File: src/rtl/rgc_pkg.sv
package rgc_pkg;

  typedef enum logic [1:0] {
    MSG_NONE = 2'b00,
    MSG_REQ  = 2'b01,
    MSG_SAT  = 2'b10,
    MSG_GNT  = 2'b11
  } rgc_msg_e;

  typedef enum logic [1:0] {
    MODE_FREE   = 2'b00,
    MODE_TAIL   = 2'b01,
    MODE_LACT   = 2'b10,
    MODE_LINACT = 2'b11
  } rgc_mode_e;

endpackage

File: src/rtl/rgc_delay_ctr.sv
module rgc_delay_ctr #(
  parameter int QD = 8
) (
  input  logic                        clk,
  input  logic                        rst_n,
  input  logic                        slot_en,
  input  logic                        clear,
  output logic [$clog2(QD+1)-1:0]     count,
  output logic                        tripped
);
  localparam int CW = $clog2(QD + 1);
  localparam logic [CW-1:0] LIM = CW'(QD);

  logic [CW-1:0] cnt_q;

  function automatic logic [CW-1:0] sat_inc(input logic [CW-1:0] v);
    return (v < LIM) ? v + 1'b1 : v;
  endfunction

  always_ff @(posedge clk) begin
    if (!rst_n) begin
      cnt_q <= '0;
    end else if (slot_en) begin
      if (clear) cnt_q <= '0;
      else       cnt_q <= sat_inc(cnt_q);
    end
  end

  assign count   = cnt_q;
  assign tripped = (cnt_q >= LIM);

  p_ctr_bound_r2: assert property (@(posedge clk) disable iff (!rst_n)
    cnt_q <= LIM);

  p_ctr_step_r2: assert property (@(posedge clk) disable iff (!rst_n)
    (slot_en && !clear && !tripped) |=> (cnt_q == $past(cnt_q) + 1'b1));

  p_ctr_clear_r2: assert property (@(posedge clk) disable iff (!rst_n)
    (slot_en && clear) |=> (cnt_q == '0));

endmodule

File: src/rtl/rgc_quota_ctr.sv
module rgc_quota_ctr #(
  parameter int QUOTA = 4
) (
  input  logic                          clk,
  input  logic                          rst_n,
  input  logic                          load,
  input  logic                          hit,
  output logic [$clog2(QUOTA+1)-1:0]    used,
  output logic                          spent
);
  localparam int UW = $clog2(QUOTA + 1);
  localparam logic [UW-1:0] LIM = UW'(QUOTA);

  logic [UW-1:0] used_q;

  function automatic logic reaches(input logic [UW-1:0] v, input logic h);
    logic [UW:0] sum;
    sum = {1'b0, v} + {{UW{1'b0}}, h};
    return sum >= {1'b0, LIM};
  endfunction

  always_ff @(posedge clk) begin
    if (!rst_n) begin
      used_q <= '0;
    end else if (load) begin
      used_q <= '0;
    end else if (hit && used_q < LIM) begin
      used_q <= used_q + 1'b1;
    end
  end

  assign used  = used_q;
  assign spent = reaches(used_q, hit);

  p_quota_bound_r6: assert property (@(posedge clk) disable iff (!rst_n)
    used_q <= LIM);

  p_quota_load_r6: assert property (@(posedge clk) disable iff (!rst_n)
    load |=> (used_q == '0));

endmodule

File: src/rtl/rgc_dest_pick.sv
module rgc_dest_pick #(
  parameter int AW = 4
) (
  input  logic [(1<<AW)-1:0] q_nonempty,
  output logic [AW-1:0]      pick,
  output logic               any
);
  localparam int NDST = 1 << AW;

  function automatic logic [AW-1:0] lowest_set(input logic [NDST-1:0] v);
    logic [AW-1:0] r;
    r = '0;
    for (int i = NDST - 1; i >= 0; i--) begin
      if (v[i]) r = AW'(i);
    end
    return r;
  endfunction

  assign pick = lowest_set(q_nonempty);
  assign any  = |q_nonempty;

endmodule

File: src/rtl/rgc_ctrl.sv
module rgc_ctrl
  import rgc_pkg::*;
#(
  parameter int AW    = 4,
  parameter int QD    = 8,
  parameter int QUOTA = 4
) (
  input  logic                 clk,
  input  logic                 rst_n,
  input  logic                 slot_valid,
  input  logic [1:0]           ca_msg_in,
  input  logic [AW-1:0]        ca_dst_in,
  input  logic                 tx_done,
  input  logic [AW-1:0]        tx_dst,
  input  logic [(1<<AW)-1:0]   q_nonempty,
  output logic [1:0]           ca_msg_out,
  output logic [AW-1:0]        ca_dst_out,
  output logic [1:0]           mode,
  output logic [(1<<AW)-1:0]   dest_allow
);
  localparam int NDST = 1 << AW;
  localparam int CW   = $clog2(QD + 1);
  localparam int UW   = $clog2(QUOTA + 1);

  // registered state
  rgc_mode_e     mode_q, nxt_mode;
  logic [AW-1:0] heavy_q, nxt_heavy;
  logic          held_q, nxt_held;
  logic          pend_q, nxt_pend;
  logic [AW-1:0] pend_dst_q, nxt_pend_dst;

  // named internal events
  rgc_msg_e      msg_in, msg_out;
  logic [AW-1:0] dst_out;
  logic          hit_heavy;
  logic          queued_in;
  logic          heavy_queued;
  logic          enter_lim;
  logic          raise_req;
  logic          quota_hit;
  logic          quota_spent;
  logic [UW-1:0] quota_used;
  logic          dly_tripped;
  logic [CW-1:0] dly_count;
  logic          dly_clear;
  logic [AW-1:0] pick_dst;
  logic          pick_any;

  assign msg_in       = rgc_msg_e'(ca_msg_in);
  assign hit_heavy    = (ca_dst_in == heavy_q);
  assign queued_in    = q_nonempty[ca_dst_in];
  assign heavy_queued = q_nonempty[heavy_q];

  rgc_dest_pick #(.AW(AW)) u_pick (
    .q_nonempty (q_nonempty),
    .pick       (pick_dst),
    .any        (pick_any)
  );

  rgc_delay_ctr #(.QD(QD)) u_delay (
    .clk     (clk),
    .rst_n   (rst_n),
    .slot_en (slot_valid),
    .clear   (dly_clear),
    .count   (dly_count),
    .tripped (dly_tripped)
  );

  assign quota_hit = slot_valid && (mode_q == MODE_LACT) && tx_done && (tx_dst == heavy_q);

  rgc_quota_ctr #(.QUOTA(QUOTA)) u_quota (
    .clk   (clk),
    .rst_n (rst_n),
    .load  (enter_lim),
    .hit   (quota_hit),
    .used  (quota_used),
    .spent (quota_spent)
  );

  // slot rewrite and next-state decision
  always_comb begin
    msg_out      = msg_in;
    dst_out      = ca_dst_in;
    nxt_mode     = mode_q;
    nxt_heavy    = heavy_q;
    nxt_held     = held_q;
    nxt_pend     = pend_q;
    nxt_pend_dst = pend_dst_q;
    enter_lim    = 1'b0;
    raise_req    = 1'b0;
    if (slot_valid) begin
      unique case (mode_q)
        MODE_FREE: begin
          if (msg_in == MSG_REQ && !pend_q && queued_in) begin
            nxt_mode  = MODE_LACT;
            nxt_heavy = ca_dst_in;
            nxt_held  = 1'b0;
            enter_lim = 1'b1;
          end else if (msg_in == MSG_GNT && pend_q && ca_dst_in == pend_dst_q) begin
            msg_out  = MSG_NONE;
            nxt_pend = 1'b0;
          end else if (msg_in == MSG_NONE && dly_tripped && pick_any && !pend_q) begin
            msg_out   = MSG_REQ;
            dst_out   = pick_dst;
            nxt_mode  = MODE_TAIL;
            nxt_heavy = pick_dst;
            raise_req = 1'b1;
          end
        end
        MODE_TAIL: begin
          if (hit_heavy && msg_in == MSG_REQ) begin
            msg_out = MSG_SAT;
          end else if (hit_heavy && msg_in == MSG_SAT) begin
            msg_out      = MSG_GNT;
            nxt_mode     = MODE_FREE;
            nxt_pend     = 1'b1;
            nxt_pend_dst = heavy_q;
          end
        end
        MODE_LACT: begin
          if (hit_heavy && msg_in == MSG_GNT) begin
            nxt_mode = MODE_FREE;
            nxt_held = 1'b0;
          end else begin
            if (hit_heavy && msg_in == MSG_SAT) begin
              msg_out  = MSG_NONE;
              nxt_held = 1'b1;
            end
            if (quota_spent || !heavy_queued) nxt_mode = MODE_LINACT;
          end
        end
        MODE_LINACT: begin
          if (hit_heavy && msg_in == MSG_GNT) begin
            nxt_mode = MODE_FREE;
            nxt_held = 1'b0;
          end else if (held_q && msg_in == MSG_NONE) begin
            msg_out  = MSG_SAT;
            dst_out  = heavy_q;
            nxt_held = 1'b0;
          end
        end
        default: ;
      endcase
    end
  end

  assign dly_clear = (mode_q != MODE_FREE) || (nxt_mode != MODE_FREE) ||
                     tx_done || !pick_any;

  always_ff @(posedge clk) begin
    if (!rst_n) begin
      mode_q     <= MODE_FREE;
      heavy_q    <= '0;
      held_q     <= 1'b0;
      pend_q     <= 1'b0;
      pend_dst_q <= '0;
    end else begin
      mode_q     <= nxt_mode;
      heavy_q    <= nxt_heavy;
      held_q     <= nxt_held;
      pend_q     <= nxt_pend;
      pend_dst_q <= nxt_pend_dst;
    end
  end

  // permission mask: one bit per destination
  for (genvar d = 0; d < NDST; d++) begin : g_allow
    assign dest_allow[d] = !((mode_q == MODE_LINACT) && (heavy_q == AW'(d)));
  end

  assign ca_msg_out = msg_out;
  assign ca_dst_out = dst_out;
  assign mode       = mode_q;

  // guards
  p_raise_tail_r3: assert property (@(posedge clk) disable iff (!rst_n)
    (slot_valid && mode_q == MODE_FREE && msg_in == MSG_NONE && ca_msg_out == MSG_REQ)
      |=> (mode_q == MODE_TAIL));

  p_raise_cleared_r3: assert property (@(posedge clk) disable iff (!rst_n)
    $rose(mode_q == MODE_TAIL) |-> (dly_count == '0));

  p_enter_lim_r5: assert property (@(posedge clk) disable iff (!rst_n)
    enter_lim |=> (mode_q == MODE_LACT && quota_used == '0));

  p_inactive_holds_r6: assert property (@(posedge clk) disable iff (!rst_n)
    (mode_q == MODE_LINACT && !(slot_valid && msg_in == MSG_GNT && hit_heavy))
      |=> (mode_q == MODE_LINACT));

  p_mask_single_r6: assert property (@(posedge clk) disable iff (!rst_n)
    (mode_q == MODE_LINACT) |-> ($countones(dest_allow) == NDST - 1));

  p_tail_grant_r8: assert property (@(posedge clk) disable iff (!rst_n)
    (slot_valid && mode_q == MODE_TAIL && msg_in == MSG_SAT && hit_heavy)
      |=> (mode_q == MODE_FREE && pend_q));

  p_grant_release_r9: assert property (@(posedge clk) disable iff (!rst_n)
    (slot_valid && (mode_q == MODE_LACT || mode_q == MODE_LINACT) && msg_in == MSG_GNT && hit_heavy)
      |=> (mode_q == MODE_FREE));

  p_pend_no_raise_r9: assert property (@(posedge clk) disable iff (!rst_n)
    (pend_q && ca_msg_out == MSG_REQ) |-> (msg_in == MSG_REQ));

  p_idle_slot_r4: assert property (@(posedge clk) disable iff (!rst_n)
    !slot_valid |=> $stable(mode_q));

endmodule

File: config.mk
export PLATFORM = sky130hd
export DESIGN_NAME = rgc_ctrl
export DESIGN_NICKNAME = d
export VERILOG_FILES = /design/src/rtl/rgc_pkg.sv /design/src/rtl/rgc_delay_ctr.sv /design/src/rtl/rgc_quota_ctr.sv /design/src/rtl/rgc_dest_pick.sv /design/src/rtl/rgc_ctrl.sv
export SDC_FILE = /design/constraint.sdc
export NUM_CORES = 1
export LEC_CHECK = 0
export ABC_AREA = 1
export BUFFER_PORTS_ARGS = -buffer_cell sky130_fd_sc_hd__buf_4
export CAP_MARGIN = 20
export CELL_PAD_IN_SITES_DETAIL_PLACEMENT = 1
export CELL_PAD_IN_SITES_GLOBAL_PLACEMENT = 2
export CORE_UTILIZATION = 29
export DETAILED_ROUTE_END_ITERATION = 7
export PLACE_DENSITY_LB_ADDON = 0.05
export SKIP_LAST_GASP = 1
export SLEW_MARGIN = 20
export SYNTH_ARGS = -nofsm -noshare
export SYNTH_HDL_FRONTEND = slang
export SYNTH_HIERARCHICAL = 1
export SYNTH_SLANG_ARGS = --single-unit
File: constraint.sdc
create_clock -name clk -period 8.7 [get_ports clk]
set_input_delay 2.61 -clock clk [delete_from_list [all_inputs] [get_ports clk]]
set_output_delay 2.61 -clock clk [all_outputs]
set_load 0.01 [all_outputs]
-- Word level (Yosys, flattened, before mapping)
Index checks and enable logic that the tools add are counted.
W data, S select, Z words.
- add/subtract/negate cells: 3
- $mul: 0
- divide/modulo/power cells: 0
- $lt $le $gt $ge: 6
- equality and inequality tests: 32
- shift operators: 0
- mux-type cells: 66
- bitwise operators: 2
- reductions and logical operators: 70
- operators with widths (kind ; number):
    $mux W4 ; 27
    $mux W2 ; 19
    $eq A4 B4 Y1 const B ; 8
    $logic_and A1 B1 Y1 ; 31
    $logic_not A1 Y1 ; 19
    $eq A4 B3 Y1 const B ; 4
    $pmux W2 S4 ; 2
    $reduce_or A16 Y1 ; 1
    $mux W1 ; 13
    $eq A4 B4 Y1 ; 3
    $ne A2 B2 Y1 const B ; 6
    $lt A4 B5 Y1 const B ; 2
    $reduce_bool A2 Y1 ; 5
    $bmux W1 S4 ; 2
    $eq A2 B2 Y1 const B ; 4
    $eq A4 B2 Y1 const B ; 2
    $pmux W4 S2 ; 1
    $reduce_and A4 Y1 ; 2
    $reduce_and A6 Y1 ; 1
    $reduce_and A5 Y1 ; 1
    $add A3 B1 Y4 ; 1
    $add A4 B1 Y4 const B ; 1
    $eq A2 B1 Y1 const B ; 2
    $eq A4 B1 Y1 const B ; 1
    16 further kinds ; 21
- register bits: 19
- latch bits: 0
- memory bits (writable): 0
- bits in read-only memories: 0
- bits of input ports: 30
- output and inout port bits: 24
- logic and storage cells: 186
- memories kept: 0

-- Logic depth before layout (Yosys ltp)
- depth after elaboration: 21
- depth in mapped cells: 22
- mapped depth without buffers: 20

-- Modules after synthesis
Netlist, hierarchy kept.
- by module, submodules not included (module ; times used ; cells an instance ; area an instance (µm²) ; seq. area each (µm²)):
    rgc_ctrl ; 1 ; 305 ; 1671.6 ; 240.2
    rgc_delay_ctr ; 1 ; 30 ; 216.5 ; 80.1
    rgc_dest_pick ; 1 ; 49 ; 209.0 ; 0.0
    rgc_quota_ctr ; 1 ; 23 ; 152.6 ; 60.1

-- Least setup slack after synthesis
Ideal clock, no wire load.
- path kind: in2out
- from: in q_nonempty[14]
- to: out ca_dst_out[1]
- arrival: 3.980 ns
- required time: 6.090 ns
- slack: 2.110 ns
- stages: 7
- buffers on the path: 1
- path through: or2_1 nor4_1 nand2_1 nand4_1 clkbuf_1 o211ai_1 a31oi_1
- elaborated cells on any way between the ends: 26
- classes of those cells: 22 x mux; 4 x reduce/logical
- RTL lines (what ; RTL line ; text):
    start, declared ; rgc_ctrl.sv:15 ; input logic [(1<<AW)-1:0] q_nonempty,
    $reduce_or A16 Y1 ; rgc_dest_pick.sv:20 ; assign any = |q_nonempty;
    net pick_any ; rgc_ctrl.sv:47 ; logic pick_any;
    $logic_and A1 B1 Y1 (2 in a row) ; rgc_ctrl.sv:102 ; end else if (msg_in == MSG_NONE && dly_tripped && pick_any && !pend_q) begin
    $mux W4 ; rgc_ctrl.sv:102 ;
    $mux W4 ; rgc_ctrl.sv:99 ; end else if (msg_in == MSG_GNT && pend_q && ca_dst_in == pend_dst_q) begin
    $mux W4 ; rgc_ctrl.sv:94 ; if (msg_in == MSG_REQ && !pend_q && queued_in) begin
    $pmux W4 S2 ; rgc_ctrl.sv:92 ; unique case (mode_q)
    $mux W4 ; rgc_ctrl.sv:91 ; if (slot_valid) begin
    end, declared ; rgc_ctrl.sv:17 ; output logic [AW-1:0] ca_dst_out,
The timed path passes the listed nets, and every way through them passes these cells. The select of a mux whose other input is x is not followed.

-- Worst setup path in the final report
- from: in q_nonempty[14]
- to: out ca_dst_out[0]
The elaborated chain is that of the path after synthesis.

==> flow_summary.toml <==
[run_status]
outcome = "completed"

[floorplan]
die_y_um = 90.08
die_width_um = 90.08
row_count = 31
initial_core_util = 0.3053
core_area_um2 = 7370
io_pins = 54
die-area_um2 = 8114

[routing]
drtIter0Drc = 87
wirelength_mm = 7.926
postRouteAntennaNets = 0
drc = 0
via_per_inst = 4.826
wire_per_inst_um = 14.49
drt-pass1-iter-count = 4
num_vias = 2640

[synthesis]
synth_edf_count = 0
yosysMostFrequentCell = "nand2_1"
netlist_instances = 407
synthArstFlopShare = 0
synthFlopType = "dfxtp_1"
yosysWarnings = 6
synth_cell_types = 36
synth_commonest_cells = "126 x nand2_1, 56 x inv_1, 33 x nand3_1, 33 x nor2_1, 24 x o21ai_0"
yosysSeqAreaShare = 0.1691
synth.area.top_cells = "nand2_1 21%, dfxtp_1 17%, inv_1 9.3%"
yosys.area.top_type = "nand2_1"
synth_nets = 444
netlist_area_um2 = 2250
synth-seq-cells = 19
syn_avg_cell_area_um2 = 5.527
synth_top_cell_area_share = 0.2102

[finish]
final_net_count = 486
diodes = 0
syn2layout_area_growth_pct = 20.36
drive_gt1_frac = 0.1786
register_area_um2 = 380.4
multi_input_area_um2 = 1519
filler_cell_count = 1061

[sta]
period_needed_ps = 7155
finalSetupTns_ps = 0
fin_crit_sh = 0.8224
final-hold-violation-count = 0
timing.hold.ws_ps = 499.4
maxSlewViolCount = 0
tightest_slew_ps = 779.8
grt_setup_unrepaired = "no"
clock_skew_ps = 11.05
maxSlewHeadroom = 0.4753
setup_viol = 0
max_freq_ghz = 0.1398

[cts]
cts_tree = "done"
cts_resized = 0
numCtsBuffers = 3
htree_levels = 1
clkSinkCount = 19
cts.clk_slew.worst_paths_ps = 60
post_cts_buffers = 0
clock_latency_ps = 260
postCtsHoldBufs = 0
ctsLongestPathBuffers = 2
cts_root_buf = "clkbuf_8"

[critical_path]
r2r_slack_ps = 5350
start_kind = "primary input"
worstPathRequired_ps = 6090
critPathKind = "in -> out"
critPathArrivalTime_ps = 4540
cp-end-kind = "output port"
cp_max_fo = 12

[global_routing]
grt_overflow = 0
antenna_found_initial = 0
grt_pass1_wl_mm = 13.42
grt_util_all_layers = 0.2016
grt_max_degree = 18
grt_pass1_vias = 2685

[job]
maxCapViolCount = 0

[placement]
place_congestion = 0.7426
hpwl_mm = 6.232
portBuffers = 53

[pwr]
p_leak_uw = 0.001371
ir_drop_mv = 0.04697
power.density_nw_per_um2 = 94.36

[worst_hold_path]
hp-class = "reg -> reg"
-- stage by stage --
step             util  area [um^2]  total power [uW]  cells  setup WS [ps]
2_1_floorplan       -         2250             159.4    407           2110
3_3_place_gp   0.3611         2661             195.4    543           1635
4_1_cts        0.3674         2708             259.2    547           1595
3_5_place_dp   0.3611         2661             196.7    543           1600
6_report       0.3674         2708             255.5    547           1545
5_1_grt        0.3674         2708             276.6    547           1385
-- flip-flops by register name, indices dropped and copies added (netlist names) --
name	cells
heavy_q	4
pend_dst_q	4
u_delay/count	4
u_quota/used	3
mode	2
held_q	1
pend_q	1
-- placed cells by master, fill, tap and decap left out, drive strengths merged --
master | netlist | final
a21oi | 25 | 25
ha | 7 | 7
o22ai | 1 | 1
nand3b | 2 | 2
dfxtp | 19 | 19
nand4 | 9 | 9
buf | 12 | 53
a21boi | 1 | 1
o211ai | 4 | 4
inv | 64 | 64
xor2 | 6 | 6
and2 | 1 | 1
o21bai | 1 | 1
clkbuf | 4 | 3
nand2 | 128 | 128
nor4 | 2 | 2
or2 | 3 | 3
clkinv | 0 | 1
nor3 | 11 | 11
o21ai | 28 | 28
a31oi | 5 | 5
xnor2 | 3 | 3
nor2 | 38 | 38
nand3 | 33 | 33
-- worst max-delay path, stage by stage --
cell and delay, ps:
buf_4 120, or2_1 260, nor4_1 480, nand2_1 140
nand4_1 430, a21oi_1 110, o21ai_0 90, a31oi_1 110
buf_4 170
-- cells by family (layout without fill, tap and decap cells) --
logic type / count (synthesis) / in the layout / share of synthesized area
simple gates: 227 / 227 / 0.4399
buf+inv: 80 / 121 / 0.1557
compound gates: 65 / 65 / 0.1613
flops: 19 / 19 / 0.1691
xor+xnor: 9 / 9 / 0.03504
fa+ha+maj: 7 / 7 / 0.03893
-- routing by layer --
metal / part of all wire / up-vias / wire (um) / GRT usage
li1: - / 1377 / - / -
met1: 0.53 / 1218 / 4194 / 0.2921
met2: 0.44 / 43 / 3469 / 0.3314
met3: 0.030 / 2 / 239 / 0.01777
met4: 0.0029 / 0 / 23 / 0.02419
met5: 0 / - / 0 / 0
-- report_power, final --
group	internal, uW	switching [uW]
Combinational	37.9	61.8
Sequential	89.8	4.74
Clock	31.8	29.4
Total	160	96.0
-- layout make-up --
type                    instances  share of cell area
clock buffers                   3             0.01525
repair buffers                 53              0.1470
multi-input cells             308              0.5610
well taps                      99             0.04575
clock inverters                 1            0.001848
inverters                      64             0.08872
flip-flops and latches         19              0.1405
-- worst paths after layout --
path | start | end | cells after the start
setup / recovery | q_nonempty[14] | ca_dst_out[0] | 9
hold / removal | u_delay/count[2] | u_delay/count[3] | 2
setup reg to reg | heavy_q[0] | u_delay/count[2] | 19
hold reg to reg | u_delay/count[2] | u_delay/count[3] | 2
Note: power is estimated with default switching activity, not from simulation.
